`config.mk`:
```
export PLATFORM = sky130hd
export DESIGN_NAME = rxdesc_sched
export DESIGN_NICKNAME = d
export VERILOG_FILES = /design/src/rtl/rxdesc_pkg.sv /design/src/rtl/rxdesc_cfg.sv /design/src/rtl/rxdesc_count.sv /design/src/rtl/rxdesc_fetch.sv /design/src/rtl/rxdesc_wb.sv /design/src/rtl/rxdesc_sched.sv
export SDC_FILE = /design/constraint.sdc
export NUM_CORES = 1
export LEC_CHECK = 0
export BUFFER_PORTS_ARGS = -buffer_cell sky130_fd_sc_hd__clkbuf_2
export CORE_ASPECT_RATIO = 2
export CORE_MARGIN = 2
export CORE_UTILIZATION = 47
export DETAILED_ROUTE_END_ITERATION = 12
export PLACE_DENSITY = 0.75
export SLEW_MARGIN = 20
export SYNTH_ARGS = -nofsm -noshare
export SYNTH_HDL_FRONTEND = slang
export SYNTH_SLANG_ARGS = --single-unit
```
`constraint.sdc`:
```
create_clock -name clk -period 3 [get_ports clk]
set_input_delay 0.3 -clock clk [delete_from_list [all_inputs] [get_ports clk]]
set_output_delay 0.3 -clock clk [all_outputs]
set_load 0.02 [all_outputs]
```
`src/rtl/rxdesc_pkg.sv`:
```
package rxdesc_pkg;

    localparam int THR_W   = 6;
    localparam int STHR_W  = 7;
    localparam int PF_LSB  = 0;
    localparam int HS_LSB  = 8;
    localparam int WB_LSB  = 16;
    localparam int UNIT_BIT = 24;

    localparam logic [31:0] CFG_RESET = 32'h0001_0000;
    localparam logic [31:0] CFG_MASK  = 32'h013F_3F3F;
    localparam logic [THR_W-1:0] LINE_CAP = 6'd15;

    typedef enum logic {
        REQ_IDLE = 1'b0,
        REQ_WAIT = 1'b1
    } req_st_e;

    typedef struct packed {
        logic [STHR_W-1:0] pf;
        logic [STHR_W-1:0] hs;
        logic [STHR_W-1:0] wb;
    } thr_set_t;

    // Convert a programmed threshold into a descriptor count.
    function automatic logic [STHR_W-1:0] scale_thr(input logic [THR_W-1:0] v,
                                                    input logic unit_desc);
        logic [THR_W-1:0] capped;
        capped = (v > LINE_CAP) ? LINE_CAP : v;
        if (unit_desc)
            return {1'b0, v};
        else
            return {capped, 1'b0};
    endfunction

endpackage

```
`src/rtl/rxdesc_cfg.sv`:
```
module rxdesc_cfg
    import rxdesc_pkg::*;
(
    input  logic        clk,
    input  logic        rst,
    input  logic        we,
    input  logic [31:0] wdata,
    output logic [31:0] rdata,
    output thr_set_t    thr
);
    logic [31:0] cfg_q;

    always_ff @(posedge clk) begin
        if (rst)
            cfg_q <= CFG_RESET;
        else if (we)
            cfg_q <= wdata & CFG_MASK;
    end

    assign rdata = cfg_q;

    always_comb begin
        thr.pf = scale_thr(cfg_q[PF_LSB +: THR_W], cfg_q[UNIT_BIT]);
        thr.hs = scale_thr(cfg_q[HS_LSB +: THR_W], cfg_q[UNIT_BIT]);
        thr.wb = scale_thr(cfg_q[WB_LSB +: THR_W], cfg_q[UNIT_BIT]);
    end

    // line units never exceed 15 lines
    a_r2_line_cap: assert property (@(posedge clk) disable iff (rst)
        !rdata[UNIT_BIT] |-> (thr.pf <= 7'd30 && thr.hs <= 7'd30 && thr.wb <= 7'd30));

    // word is stable when not written
    a_r1_hold: assert property (@(posedge clk) disable iff (rst)
        !we |=> $stable(rdata));

endmodule

```
`src/rtl/rxdesc_count.sv`:
```
module rxdesc_count #(
    parameter int DEPTH  = 32,
    parameter int CW     = 6,
    parameter int HOST_W = 12,
    parameter int POST_W = 6
) (
    input  logic              clk,
    input  logic              rst,
    input  logic              fetch_fin,
    input  logic [CW-1:0]     fetch_len,
    input  logic              wb_fin,
    input  logic [CW-1:0]     wb_len,
    input  logic              desc_done,
    input  logic              host_post,
    input  logic [POST_W-1:0] host_post_num,
    output logic [CW-1:0]     onchip_cnt,
    output logic [HOST_W-1:0] host_cnt,
    output logic [CW-1:0]     done_cnt
);
    localparam logic [CW-1:0]   DEPTH_C  = CW'(DEPTH);
    localparam logic [HOST_W:0] HOST_MAX = {1'b0, {HOST_W{1'b1}}};

    logic [CW-1:0]     on_q, dn_q;
    logic [HOST_W-1:0] hs_q;
    logic              move_ok;
    logic [HOST_W:0]   hs_sum;
    logic [CW-1:0]     on_in, dn_out;

    assign move_ok = desc_done && (on_q != '0) && (dn_q != DEPTH_C);
    assign on_in   = fetch_fin ? fetch_len : '0;
    assign dn_out  = wb_fin ? wb_len : '0;

    always_comb begin
        hs_sum = {1'b0, hs_q};
        if (fetch_fin)
            hs_sum = hs_sum - (HOST_W+1)'(fetch_len);
        if (host_post)
            hs_sum = hs_sum + (HOST_W+1)'(host_post_num);
        if (hs_sum > HOST_MAX)
            hs_sum = HOST_MAX;
    end

    always_ff @(posedge clk) begin
        if (rst) begin
            on_q <= '0;
            dn_q <= '0;
            hs_q <= '0;
        end else begin
            on_q <= on_q + on_in - (move_ok ? CW'(1) : CW'(0));
            dn_q <= dn_q - dn_out + (move_ok ? CW'(1) : CW'(0));
            hs_q <= hs_sum[HOST_W-1:0];
        end
    end

    assign onchip_cnt = on_q;
    assign host_cnt   = hs_q;
    assign done_cnt   = dn_q;

    // counts stay inside the buffer
    a_r9_bounds: assert property (@(posedge clk) disable iff (rst)
        (on_q <= DEPTH_C) && (dn_q <= DEPTH_C));

    // an ignored processed pulse keeps the completed count
    a_r9_empty_move: assert property (@(posedge clk) disable iff (rst)
        (desc_done && on_q == '0 && !wb_fin) |=> $stable(dn_q));

endmodule

```
`src/rtl/rxdesc_fetch.sv`:
```
module rxdesc_fetch
    import rxdesc_pkg::*;
#(
    parameter int DEPTH  = 32,
    parameter int CW     = 6,
    parameter int HOST_W = 12
) (
    input  logic              clk,
    input  logic              rst,
    input  logic [CW-1:0]     onchip_cnt,
    input  logic [HOST_W-1:0] host_cnt,
    input  logic [STHR_W-1:0] pf_lvl,
    input  logic [STHR_W-1:0] hs_lvl,
    input  logic              ack,
    output logic              req,
    output logic [CW-1:0]     len,
    output logic              fin
);
    req_st_e       st_q;
    logic [CW-1:0] len_q;
    logic [CW-1:0] free_sp;
    logic [CW-1:0] burst;
    logic          low_on, host_ok, go;

    assign free_sp = CW'(DEPTH) - onchip_cnt;
    assign burst   = (32'(host_cnt) < 32'(free_sp)) ? CW'(host_cnt) : free_sp;
    assign low_on  = 32'(onchip_cnt) < 32'(pf_lvl);
    assign host_ok = 32'(host_cnt) >= 32'(hs_lvl);
    assign go      = (st_q == REQ_IDLE) && low_on && host_ok && (burst != '0);
    assign fin     = (st_q == REQ_WAIT) && ack;

    always_ff @(posedge clk) begin
        if (rst) begin
            st_q  <= REQ_IDLE;
            len_q <= '0;
        end else if (fin) begin
            st_q  <= REQ_IDLE;
        end else if (go) begin
            st_q  <= REQ_WAIT;
            len_q <= burst;
        end
    end

    assign req = (st_q == REQ_WAIT);
    assign len = len_q;

    // request and length held until acknowledged
    a_r5_hold: assert property (@(posedge clk) disable iff (rst)
        (req && !ack) |=> (req && $stable(len)));

    // burst length in range
    a_r4_len_range: assert property (@(posedge clk) disable iff (rst)
        req |-> (len != '0 && 32'(len) <= DEPTH));

    // both thresholds met before a request rises
    a_r3_gate: assert property (@(posedge clk) disable iff (rst)
        $rose(req) |-> $past(low_on && host_ok));

    // acknowledge drops the request
    a_r5_drop: assert property (@(posedge clk) disable iff (rst)
        (req && ack) |=> !req);

endmodule

```
`src/rtl/rxdesc_wb.sv`:
```
module rxdesc_wb
    import rxdesc_pkg::*;
#(
    parameter int CW = 6
) (
    input  logic              clk,
    input  logic              rst,
    input  logic [CW-1:0]     done_cnt,
    input  logic [STHR_W-1:0] wb_lvl,
    input  logic              flush,
    input  logic              ack,
    output logic              req,
    output logic [CW-1:0]     len,
    output logic              fin
);
    req_st_e       st_q;
    logic [CW-1:0] len_q;
    logic          pend_q;
    logic          over, go;

    assign over = 32'(done_cnt) > 32'(wb_lvl);
    assign go   = (st_q == REQ_IDLE) && (done_cnt != '0) && (over || flush || pend_q);
    assign fin  = (st_q == REQ_WAIT) && ack;

    always_ff @(posedge clk) begin
        if (rst) begin
            st_q   <= REQ_IDLE;
            len_q  <= '0;
            pend_q <= 1'b0;
        end else begin
            if (fin) begin
                st_q <= REQ_IDLE;
            end else if (go) begin
                st_q  <= REQ_WAIT;
                len_q <= done_cnt;
            end
            if (go)
                pend_q <= 1'b0;
            else if (st_q == REQ_WAIT)
                pend_q <= pend_q | flush;
            else
                pend_q <= 1'b0;
        end
    end

    assign req = (st_q == REQ_WAIT);
    assign len = len_q;

    // request and length held until acknowledged
    a_r8_hold: assert property (@(posedge clk) disable iff (rst)
        (req && !ack) |=> (req && $stable(len)));

    // length equals the pending count when issued
    a_r6_len: assert property (@(posedge clk) disable iff (rst)
        $rose(req) |-> (len == $past(done_cnt) && len != '0));

    // flush with pending work and no outstanding request issues at once
    a_r7_flush: assert property (@(posedge clk) disable iff (rst)
        (flush && !req && done_cnt != '0) |=> req);

    // flush with nothing pending and idle issues nothing
    a_r7_empty: assert property (@(posedge clk) disable iff (rst)
        (!req && done_cnt == '0) |=> !req);

endmodule

```
`src/rtl/rxdesc_sched.sv`:
```
module rxdesc_sched
    import rxdesc_pkg::*;
#(
    parameter int DEPTH  = 32,
    parameter int HOST_W = 12,
    parameter int POST_W = 6,
    localparam int CW    = $clog2(DEPTH + 1)
) (
    input  logic              clk,
    input  logic              rst,
    input  logic              cfg_we,
    input  logic [31:0]       cfg_wdata,
    output logic [31:0]       cfg_rdata,
    input  logic              host_post,
    input  logic [POST_W-1:0] host_post_num,
    input  logic              desc_done,
    input  logic              flush,
    output logic              fetch_req,
    output logic [CW-1:0]     fetch_len,
    input  logic              fetch_ack,
    output logic              wb_req,
    output logic [CW-1:0]     wb_len,
    input  logic              wb_ack,
    output logic [CW-1:0]     onchip_cnt,
    output logic [HOST_W-1:0] host_cnt,
    output logic [CW-1:0]     done_cnt
);
    thr_set_t thr;
    logic     f_fin, w_fin;

    rxdesc_cfg u_cfg (
        .clk   (clk),
        .rst   (rst),
        .we    (cfg_we),
        .wdata (cfg_wdata),
        .rdata (cfg_rdata),
        .thr   (thr)
    );

    rxdesc_count #(
        .DEPTH  (DEPTH),
        .CW     (CW),
        .HOST_W (HOST_W),
        .POST_W (POST_W)
    ) u_count (
        .clk           (clk),
        .rst           (rst),
        .fetch_fin     (f_fin),
        .fetch_len     (fetch_len),
        .wb_fin        (w_fin),
        .wb_len        (wb_len),
        .desc_done     (desc_done),
        .host_post     (host_post),
        .host_post_num (host_post_num),
        .onchip_cnt    (onchip_cnt),
        .host_cnt      (host_cnt),
        .done_cnt      (done_cnt)
    );

    rxdesc_fetch #(
        .DEPTH  (DEPTH),
        .CW     (CW),
        .HOST_W (HOST_W)
    ) u_fetch (
        .clk        (clk),
        .rst        (rst),
        .onchip_cnt (onchip_cnt),
        .host_cnt   (host_cnt),
        .pf_lvl     (thr.pf),
        .hs_lvl     (thr.hs),
        .ack        (fetch_ack),
        .req        (fetch_req),
        .len        (fetch_len),
        .fin        (f_fin)
    );

    rxdesc_wb #(
        .CW (CW)
    ) u_wb (
        .clk      (clk),
        .rst      (rst),
        .done_cnt (done_cnt),
        .wb_lvl   (thr.wb),
        .flush    (flush),
        .ack      (wb_ack),
        .req      (wb_req),
        .len      (wb_len),
        .fin      (w_fin)
    );

    // a stray fetch acknowledge leaves the host count alone
    a_r10_stray: assert property (@(posedge clk) disable iff (rst)
        (fetch_ack && !fetch_req && !host_post) |=> $stable(host_cnt));

endmodule

```
==> impl_metrics.toml, run 1 <==
[floorplan]
start_util_pct = 47.99
io_pins = 116
dieArea_mm2 = 0.01036
rows = 50
die_w_um = 72.98
die_h_um = 142.0
core_mm2 = 0.009321

[detailed_routing]
ant_nets = 0
wl_mm = 12.50
dr.pass1.iters = 4
drtIter0Drc = 130
drc = 0
num_vias = 4408
vias_per_cell = 5.594
wl_per_cell_um = 15.87

[cells_and_area]
area_growth_pct = 33.01
fillers = 784
antennaDiodeCount = 0
nNetsFinal = 785
drive_above_1_share_pct = 30.70

[critical_path]
rr_startpoint = "u_count.host_cnt[0]$_SDFF_PP0_"
cp-end-kind = "flip-flop"
cp-startpoint = "u_count.host_cnt[0]$_SDFF_PP0_"
start_kind = "flip-flop"
criticalPathCategory = "reg -> reg"
crit_required_ps = 3170
crit_fanout = 11
cp.arrival_ps = 3330

[clock_network]
cts_tree = "done"
cts_hold_buf = 0
path_clk_slew_ps = 50
cts_num_sinks = 58
clk_latency_ps = 330
root_buffer = "clkbuf_16"
h-tree-depth = 3
cts_buffer_depth = 2
cts-buffers-inserted = 9

[pwr]
total_power_uw = 6540
leakagePower_uw = 0.002895
p_per_area_mw_per_mm2 = 1099
peakVddDrop_mv = 0.6195

[global_route]
grt.overflow.total = 0
first_global_vias = 4354
grt_pass1_wl_mm = 20.30
grt_max_degree = 39
grt_usage_pct = 24.93
antenna_found_initial = 0

[placed_design]
dp_slack_ps = -211.9
dp.final_hpwl_mm = 9.757
gp_congestion = 0.8947
port_buffers = 89

[worst_hold_path]
hp-class = "in -> reg"
holdCritStartpoint = "cfg_wdata[11]"

[yosys]
synthFlopType = "dfxtp_1"
syn_area_per_cell_um2 = 8.424
synth_edf_count = 0
ys_types = 55
netlist_area_mm2 = 0.004473
yosys_warnings = 0
netlist_instances = 531
ys_seq_area_share_pct = 25.96
ys_seq_elements = 58
synthArstFlopShare_pct = 0

[sta]
slew_headroom_pct = 41.56
min_period_ps = 3164
drv_slew = 0
setup_viol = 12
skew_ps = 9.149
period_share_pct = 105.5
fmax_mhz = 316.0
worstMarginPinSlew_ps = 876.6
tns_ps = -1795
grt_setup_unrepaired = "true"
setup_ws_ps = -164.4
finalHoldViolCount = 0

[outcome]
outcome = "complete, but fails checks"
violations = "negative setup slack"

[run]
drv_cap = 0
cell type report:
class	count	area [um2]	share of cell area, %
well taps	104	130.1	2.187
clock inverters	1	30.03	0.5047
repair buffers	155	953.4	16.03
clock buffers	15	287.8	4.837
flip-flops and latches	58	1180	19.83
multi-input cells	414	3212	53.99
inverters	41	156.4	2.629
worst max-delay path: stages (launching register included):
cell and delay (ps):
dfxtp_4 350, inv_4 40, ha_4 160, fa_2 420, nor2b_4 150, o21a_1 130
nor3_2 40, o31ai_2 270, ha_1 290, o21a_1 110, o31a_1 130, o311a_4 350
nand3_2 90, a21oi_2 50, a21oi_2 200, buf_12 150, o22ai_1 80
cell usage in the layout, fill, tap and decap left out, drive strengths merged, types with 14 or more instances in the layout:
cell | synthesis | layout
dfxtp | 58 | 58
o21ai | 21 | 21
a21o | 16 | 16
clkbuf | 11 | 104
buf | 19 | 66
nor2 | 56 | 56
ha | 56 | 56
conb | 2 | 14
a21oi | 29 | 29
nand2 | 31 | 31
nand2b | 14 | 14
inv | 41 | 41
mux2i | 31 | 31
state kept, by name, summed over array words and instances (netlist names):
signal,count
u_wb.req,1
u_count.host_cnt,12
u_count.onchip_cnt,6
u_cfg.rdata,19
u_wb.pend_q,1
u_wb.len,6
u_fetch.req,1
u_fetch.len,6
u_count.done_cnt,6
cells in the mapped netlist, types with 3 or more instances:
master,count,area share [%]
or4_1,3,0.50
nor2b_1,9,1.3
o31ai_1,7,1.2
nand3_1,8,0.90
nand2b_1,14,2.0
mux2i_1,30,6.7
a31oi_1,3,0.42
o41ai_1,9,1.8
nand2_1,31,2.6
a21oi_1,28,3.1
xor2_1,11,2.2
a211oi_1,10,1.7
o21ai_0,20,2.2
buf_1,4,0.34
nor3_1,10,1.1
o31a_1,4,0.78
fa_1,4,1.8
a41oi_1,5,0.98
ha_1,56,16
o21a_1,12,2.0
nor2_1,56,4.7
a21o_1,16,2.7
or3_1,3,0.42
inv_1,41,3.4
xnor2_1,13,2.5
clkbuf_1,11,0.92
dfxtp_1,58,26
and2_1,4,0.56
buf_4,13,2.2
o2111ai_1,3,0.59
and3_1,3,0.42
final timing paths:
path,end,slack (ps),depth (start not counted)
worst max register to register,u_count.host_cnt[11]$_SDFF_PP0_,-160,16
worst min-delay path,u_cfg.rdata[11]$_SDFFE_PP0P_,220,3
worst max-delay path,u_count.host_cnt[11]$_SDFF_PP0_,-160,16
worst min register to register,u_wb.len[4]$_SDFFE_PP0P_,500,2
routing by layer:
layer  routed length, um  track usage, %  share of wire, %
met5                   0               0                 0
met4                 393           12.57               3.1
met3                 385           3.966               3.1
met2                7112           46.47                57
met1                4611           25.63                37
where the power goes:
part | internal (uW) | switching (uW)
clock | 733 | 339
combinational | 2000 | 2290
sequential | 969 | 208
total | 3700 | 2840
per-stage QoR:
stage | cell area [um2] | utilization, % | hold WS (ps) | cells
4_1_cts | 5873 | 63.01 | 207.8 | 788
5_1_grt | 5949 | 63.83 | 229.4 | 788
2_1_floorplan | 4648 | - | 421.1 | 543
6_report | 5949 | 63.83 | 216.4 | 788
3_3_place_gp | 5538 | 59.41 | 491.6 | 771
3_5_place_dp | 5538 | 59.41 | 495.8 | 771
kinds of logic (layout without fill, tap and decap cells):
family	count (synthesis)	in the layout	synth area share, %
other cells	2	14	0.1679
fa+ha+maj	60	60	17.45
compound gates	132	132	20.59
xor+xnor	24	24	4.699
mux	31	31	7.217
buf+inv	71	212	7.245
flops	58	58	25.96
simple gates	153	153	16.67
timing repair:
action / 4_1_cts / 5_1_grt
buffers inserted: 1 / 0
pin swaps: 0 / 8
resized for setup: 3 / 15
endpoints found under the setup margin: 17 / 21
No activity file was read; power rests on OpenSTA's default activity.
==> run 2: changes to the inputs <==
Settings changed: CAP_MARGIN set to 25, REMOVE_ABC_BUFFERS set to 1.
==> run 2 against run 1 <==
Net effect:
- critical path depth down 3
- clock skew down 1.8 ps
- first-iteration DRC count up 20%
- the flow still finishes with violations (negative setup slack)
- flip-flop and latch count unchanged
==> impl_metrics.toml, run 2 (synthesis results as in run 1) <==
[cells_and_area]
nNetsFinal = 783
final_core_util_pct = 63.96
final_cell_mix = "clkbuf_2 (89), buf_4 (61), nor2_1 (56)"
fin_cells = 786
antennaDiodeCount = 0
final_common_cell = "clkbuf_2"
drive_above_1_share_pct = 30.94
area_growth_pct = 33.29
fillers = 782
largest_register_ffs = 19

[critical_path]
cpMaxStageDelayCell = "dfxtp_2"
cp-end-kind = "flip-flop"
cp.arrival_ps = 3340
crit_required_ps = 3200
critPathTopFamily = "compound AO/OA/AOI/OAI gates"
crit_chain = "ha_4, nor2b_4, o31a_1, o31a_1, o31ai_4, ha_2, or2_4, o311a_4, nand3_4, a21oi_4, a21oi_4, buf_6, o22ai_1"
slowest_delay_ps = 370
criticalPathCategory = "reg -> reg"
crit_fanout = 6
path_buf_inv = 1
cp.depth = 13
start_kind = "flip-flop"
worstRegToRegCells = 13

[clock_network]
cts_tree = "done"
root_buffer = "clkbuf_16"
clk_latency_ps = 340
cts_hold_buf = 0
path_clk_slew_ps = 50
cts-buffers-inserted = 9
cts_num_sinks = 58
h-tree-depth = 3
cts_buffer_depth = 2

[detailed_routing]
num_vias = 4405
vias_per_cell = 5.604
wl_mm = 12.89
drtIter0Drc = 156
wl_per_cell_um = 16.40
ant_nets = 0
dr.pass1.iters = 4
drc = 0

[placed_design]
port_buffers = 89
placed_cells = 762
dp_slack_ps = -386.5
dp.final_hpwl_mm = 10.08
gp_congestion = 0.8983

[floorplan]
die_w_um = 72.98
dieArea_mm2 = 0.01036
io_pins = 116
start_util_pct = 47.99
die_h_um = 142.0
core_mm2 = 0.009321
rows = 50

[global_route]
grt_pass1_wl_mm = 20.87
antenna_found_initial = 0
grt_usage_pct = 25.76
grt_max_degree = 27
first_global_vias = 4500
grt.overflow.total = 0

[sta]
skew_ps = 7.357
setup_viol = 12
worstMarginPinSlew_ps = 1026
grt_setup_unrepaired = "true"
timing.hold.ws_ps = 196.8
finalHoldViolCount = 0
setup_ws_ps = -140.7
min_period_ps = 3141
fmax_mhz = 318.4
slew_headroom_pct = 31.21
period_share_pct = 104.7
drv_slew = 0

[pwr]
leakagePower_uw = 0.002892
p_per_area_mw_per_mm2 = 1112
peakVddDrop_mv = 0.5797

[run]
drv_cap = 0

[outcome]
outcome = "complete, but fails checks"
violations = "negative setup slack"

[worst_hold_path]
hp-class = "in -> reg"
min_path_cells = 3
run 2: cell count changes in the layout (fill, tap and decap cells not counted), sizes merged:
| cell | previous run | this run |
|---|---|---|
| clkbuf | 104 | 101 |
| clkinv | 0 | 1 |
| bufinv | 1 | 2 |
| clkinvlp | 0 | 1 |
| buf | 66 | 64 |
run 2: metrics by stage:
stage          setup TNS (ps)  power [uW]  area [um2]
6_report                -1209        6630        5962
4_1_cts                 -1473        6492        5826
2_1_floorplan           -6630        3828        4348
3_5_place_dp            -4301        5159        5344
5_1_grt                 -2479        7106        5962
3_3_place_gp            -2791        5013        5344
run 2: what timing repair did:
item / in CTS / in global routing
setup endpoints to repair: 18 / 20
cloned: 1 / 0
resized for setup: 29 / 26
pin swaps: 13 / 5
setup buffers: 4 / 4
endpoints found under the hold margin: 0 / 0
run 2: cell type report:
class | instances | area [um2] | share of cell area, %
Clock buffer | 12 | 266.5 | 4.470
Clock inverter | 4 | 72.57 | 1.217
Inverter | 41 | 153.9 | 2.581
Multi-Input combinational cell | 414 | 3232 | 54.21
Sequential cell | 58 | 1170 | 19.62
Tap cell | 104 | 130.1 | 2.183
Timing Repair Buffer | 153 | 937.1 | 15.72
run 2: metal layers:
metal / share of wire [%] / global-route usage (%)
met3: 3.7 / 5.453
met2: 57 / 48.08
met1: 35 / 24.70
met5: 0 / 0
met4: 4.4 / 14.91
run 2: final timing paths:
path                             startpoint                              end  slack (ps)
min                           cfg_wdata[16]     u_cfg.rdata[16]$_SDFFE_PP1P_         200
min reg2reg        u_wb.len[4]$_SDFFE_PP0P_         u_wb.len[4]$_SDFFE_PP0P_         510
max reg2reg  u_count.host_cnt[1]$_SDFF_PP0_  u_count.host_cnt[11]$_SDFF_PP0_        -140
max          u_count.host_cnt[1]$_SDFF_PP0_  u_count.host_cnt[11]$_SDFF_PP0_        -140
run 2: power breakdown:
| group | internal, uW | total, uW | switching (uW) |
|---|---|---|---|
| Clock | 792 | 1160 | 369 |
| Combinational | 1960 | 4290 | 2320 |
| Sequential | 967 | 1180 | 216 |
run 2: worst register-to-register path, cell delays in order (launching register included):
cell,delay (ps)
dfxtp_2,370
ha_4,210
nor2b_4,130
o31a_1,340
o31a_1,310
o31ai_4,290
ha_2,320
or2_4,270
o311a_4,160
nand3_4,80
a21oi_4,50
a21oi_4,220
buf_6,180
o22ai_1,80
==> run 3: changes to the inputs <==
Settings changed: ABC_AREA set to 1, SLEW_MARGIN 20 to 40.
==> run 3 against run 2 <==
Net effect:
- the flow still finishes with violations (negative setup slack)
- synthesized area grew 5.0%
- global-route usage is 0.87 points lower
- clock skew decreased by 3.7 ps
- critical path depth grew 9
- combinational power down 1%
- non-clock buffer count is 10 lower
- final area is 1.4% higher
- die area grew 4.8%
- register-to-register slack improved by 90 ps
- via count grew 13%
- flip-flop and latch count did not move
- sequential power is essentially flat
- largest cell class unchanged
- largest power group unchanged
- highest routed layer unchanged
==> impl_metrics.toml, run 3 <==
[floorplan]
die_w_um = 74.70
rows = 51
io_pins = 116
dieArea_mm2 = 0.01086
core_mm2 = 0.009763
die_h_um = 145.4
start_util_pct = 48.12

[sta]
setup_viol = 12
drv_slew = 0
finalHoldViolCount = 0
fmax_mhz = 328.0
grt_setup_unrepaired = "true"
timing.hold.ws_ps = 188.6
period_share_pct = 101.6
worstMarginPinSlew_ps = 673.9
min_period_ps = 3049
slew_headroom_pct = 55.02
skew_ps = 3.616
setup_ws_ps = -48.99

[yosys]
yosysTopAreaCell = "dfxtp_1"
yosysMostFrequentCell = "nand2_1"
synth_top_area_share_pct = 24.71
ys_seq_elements = 58
netlist_instances = 691
synthArstFlopShare_pct = 0
ys_types = 43
ys_seq_area_share_pct = 24.71
yosys_warnings = 0
synth_edf_count = 0
synth_common_cells = "nand2_1 (131), inv_1 (101), nor2_1 (99), dfxtp_1 (58), ha_1 (56)"
syn_area_per_cell_um2 = 6.799
netlist_area_mm2 = 0.004698
synth_area_leaders = "dfxtp_1 (25%), ha_1 (15%), nand2_1 (10%)"
synthFlopType = "dfxtp_1"

[critical_path]
cpMaxStageDelayCell = "fa_2"
start_kind = "flip-flop"
slowest_delay_ps = 410
cp-end-kind = "flip-flop"
criticalPathCategory = "reg -> reg"
cp.arrival_ps = 3280
crit_chain = "inv_2, ha_4, fa_2, inv_2, nand3_2, nand2_2, a21oi_2, o21ai_1, nand2_1, ha_4, nand2_2, nor2_1, nand2_1, a31oi_4, nand3_4, nor2_4, nand3_2, nand2_4, clkbuf_16, nand3_2, nand2_1, inv_1"
crit_fanout = 6
crit_required_ps = 3230

[clock_network]
cts_tree = "done"
cts-buffers-inserted = 9
h-tree-depth = 3
path_clk_slew_ps = 50
cts_num_sinks = 58
root_buffer = "clkbuf_16"
clk_latency_ps = 330
cts_buffer_depth = 2

[placed_design]
dp.final_hpwl_mm = 10.74
placed_cells = 939
port_buffers = 89
gp_congestion = 0.9033

[pwr]
p_per_area_mw_per_mm2 = 1045
power.switching_uw = 3043
comb_power_share_pct = 67.0
swShare_pct = 48.19
p_int_uw = 3271
peakVddDrop_mv = 0.6930
pwr-share-seq_pct = 18.6
leakagePower_uw = 0.003250
clkPwrFrac_pct = 14.4

[detailed_routing]
wl_per_cell_um = 14.09
wl_mm = 13.52
ant_nets = 0
vias_per_cell = 5.176
drc = 0
drtIter0Drc = 162
num_vias = 4969
dr.pass1.iters = 5

[cells_and_area]
final_core_util_pct = 61.90
drive_above_1_share_pct = 26.81
fillers = 909
final_common_cell = "nand2_1"
area_growth_pct = 28.63
fin_cells = 960
antennaDiodeCount = 0
final_cell_mix = "nand2_1 (124), nor2_1 (97), inv_1 (97)"
nNetsFinal = 932
largest_register_ffs = 19

[run]
drv_cap = 0

[worst_hold_path]
hp-class = "in -> reg"

[global_route]
first_global_vias = 4968
grt_max_degree = 27
grt.overflow.total = 0
antenna_found_initial = 0
grt_usage_pct = 24.89
grt_pass1_wl_mm = 21.25

[outcome]
violations = "negative setup slack"
outcome = "complete, but fails checks"
[run 3: cell families after synthesis]
logic type | synth area share [%]
AOI/OAI and AO/OA | 12.25
xor gates and xnor gates | 2.796
adders and majority gates | 16.62
buffers and inverters | 12.38
DFF | 24.71
muxes | 0.2131
other | 0.1598
and+or+nand+nor | 30.87
[run 3: worst max-delay path: cells and delay by family, from the launching register on]
| family | cells | cell delay [ps] |
|---|---|---|
| buffers and inverters | 4 | 330 |
| AO/OA/AOI/OAI | 3 | 340 |
| adder cells (fa/ha/maj) | 3 | 860 |
| flip-flops | 1 | 330 |
| AND/OR/NAND/NOR | 12 | 1120 |
[run 3: worst paths after layout]
kind / startpoint / endpoint / slack, ps / cells past startpoint
setup / recovery: u_count.host_cnt[0]$_SDFF_PP0_ / u_count.host_cnt[3]$_SDFF_PP0_ / -50 / 22
hold / removal: cfg_wdata[16] / u_cfg.rdata[16]$_SDFFE_PP1P_ / 190 / 3
setup reg to reg: u_count.host_cnt[0]$_SDFF_PP0_ / u_count.host_cnt[3]$_SDFF_PP0_ / -50 / 22
hold reg to reg: u_wb.len[1]$_SDFFE_PP0P_ / u_wb.len[1]$_SDFFE_PP0P_ / 480 / 2
[run 3: layout make-up]
class                      count  area, um2  area share (%)
timing repair buffer         143      893.4           14.78
tap                          132      165.2           2.733
multi-input combinational    510       3166           52.38
sequential                    58       1167           19.32
inverter                     104      391.6           6.480
clock buffer                  13      260.3           4.306
[run 3: timing repair]
item,CTS,global route
endpoints found under the setup margin,12,19
hold buffers,0,0
gates resized for setup,8,34
pin swaps,2,16
endpoints found under the hold margin,0,0
cloned,0,1
buffers inserted,1,6
[run 3: power by group through the flow]
stage | sequential (uW) | combinational [uW] | clock [uW]
after floorplan | 1380 | 2440 | 0
final | 1170 | 4230 | 910
after global placement | 1160 | 3770 | 0
after detailed placement | 1170 | 3930 | 0
after CTS | 1150 | 3990 | 931
after global routing | 1190 | 4740 | 960
[run 3: per-layer routing]
layer | track usage (%) | part of all wire, % | up-vias
met5 | 0 | 0 | -
met4 | 15.00 | 5.4 | 0
met3 | 5.402 | 4.2 | 58
met2 | 47.17 | 57 | 154
met1 | 22.21 | 34 | 2281
li1 | - | - | 2476
[run 3: stage by stage]
stage | worst slack, ps | power, uW | instance area, um2 | TNS [ps]
finish | -48.99 | 6314 | 6043 | -310.3
global route | -240.9 | 6896 | 6043 | -2569
CTS | 11.17 | 6075 | 5836 | 0
detailed placement | -141.4 | 5097 | 5534 | -1461
global placement | -62.22 | 4924 | 5534 | -396.5
floorplan | -346.9 | 3822 | 4553 | -3749
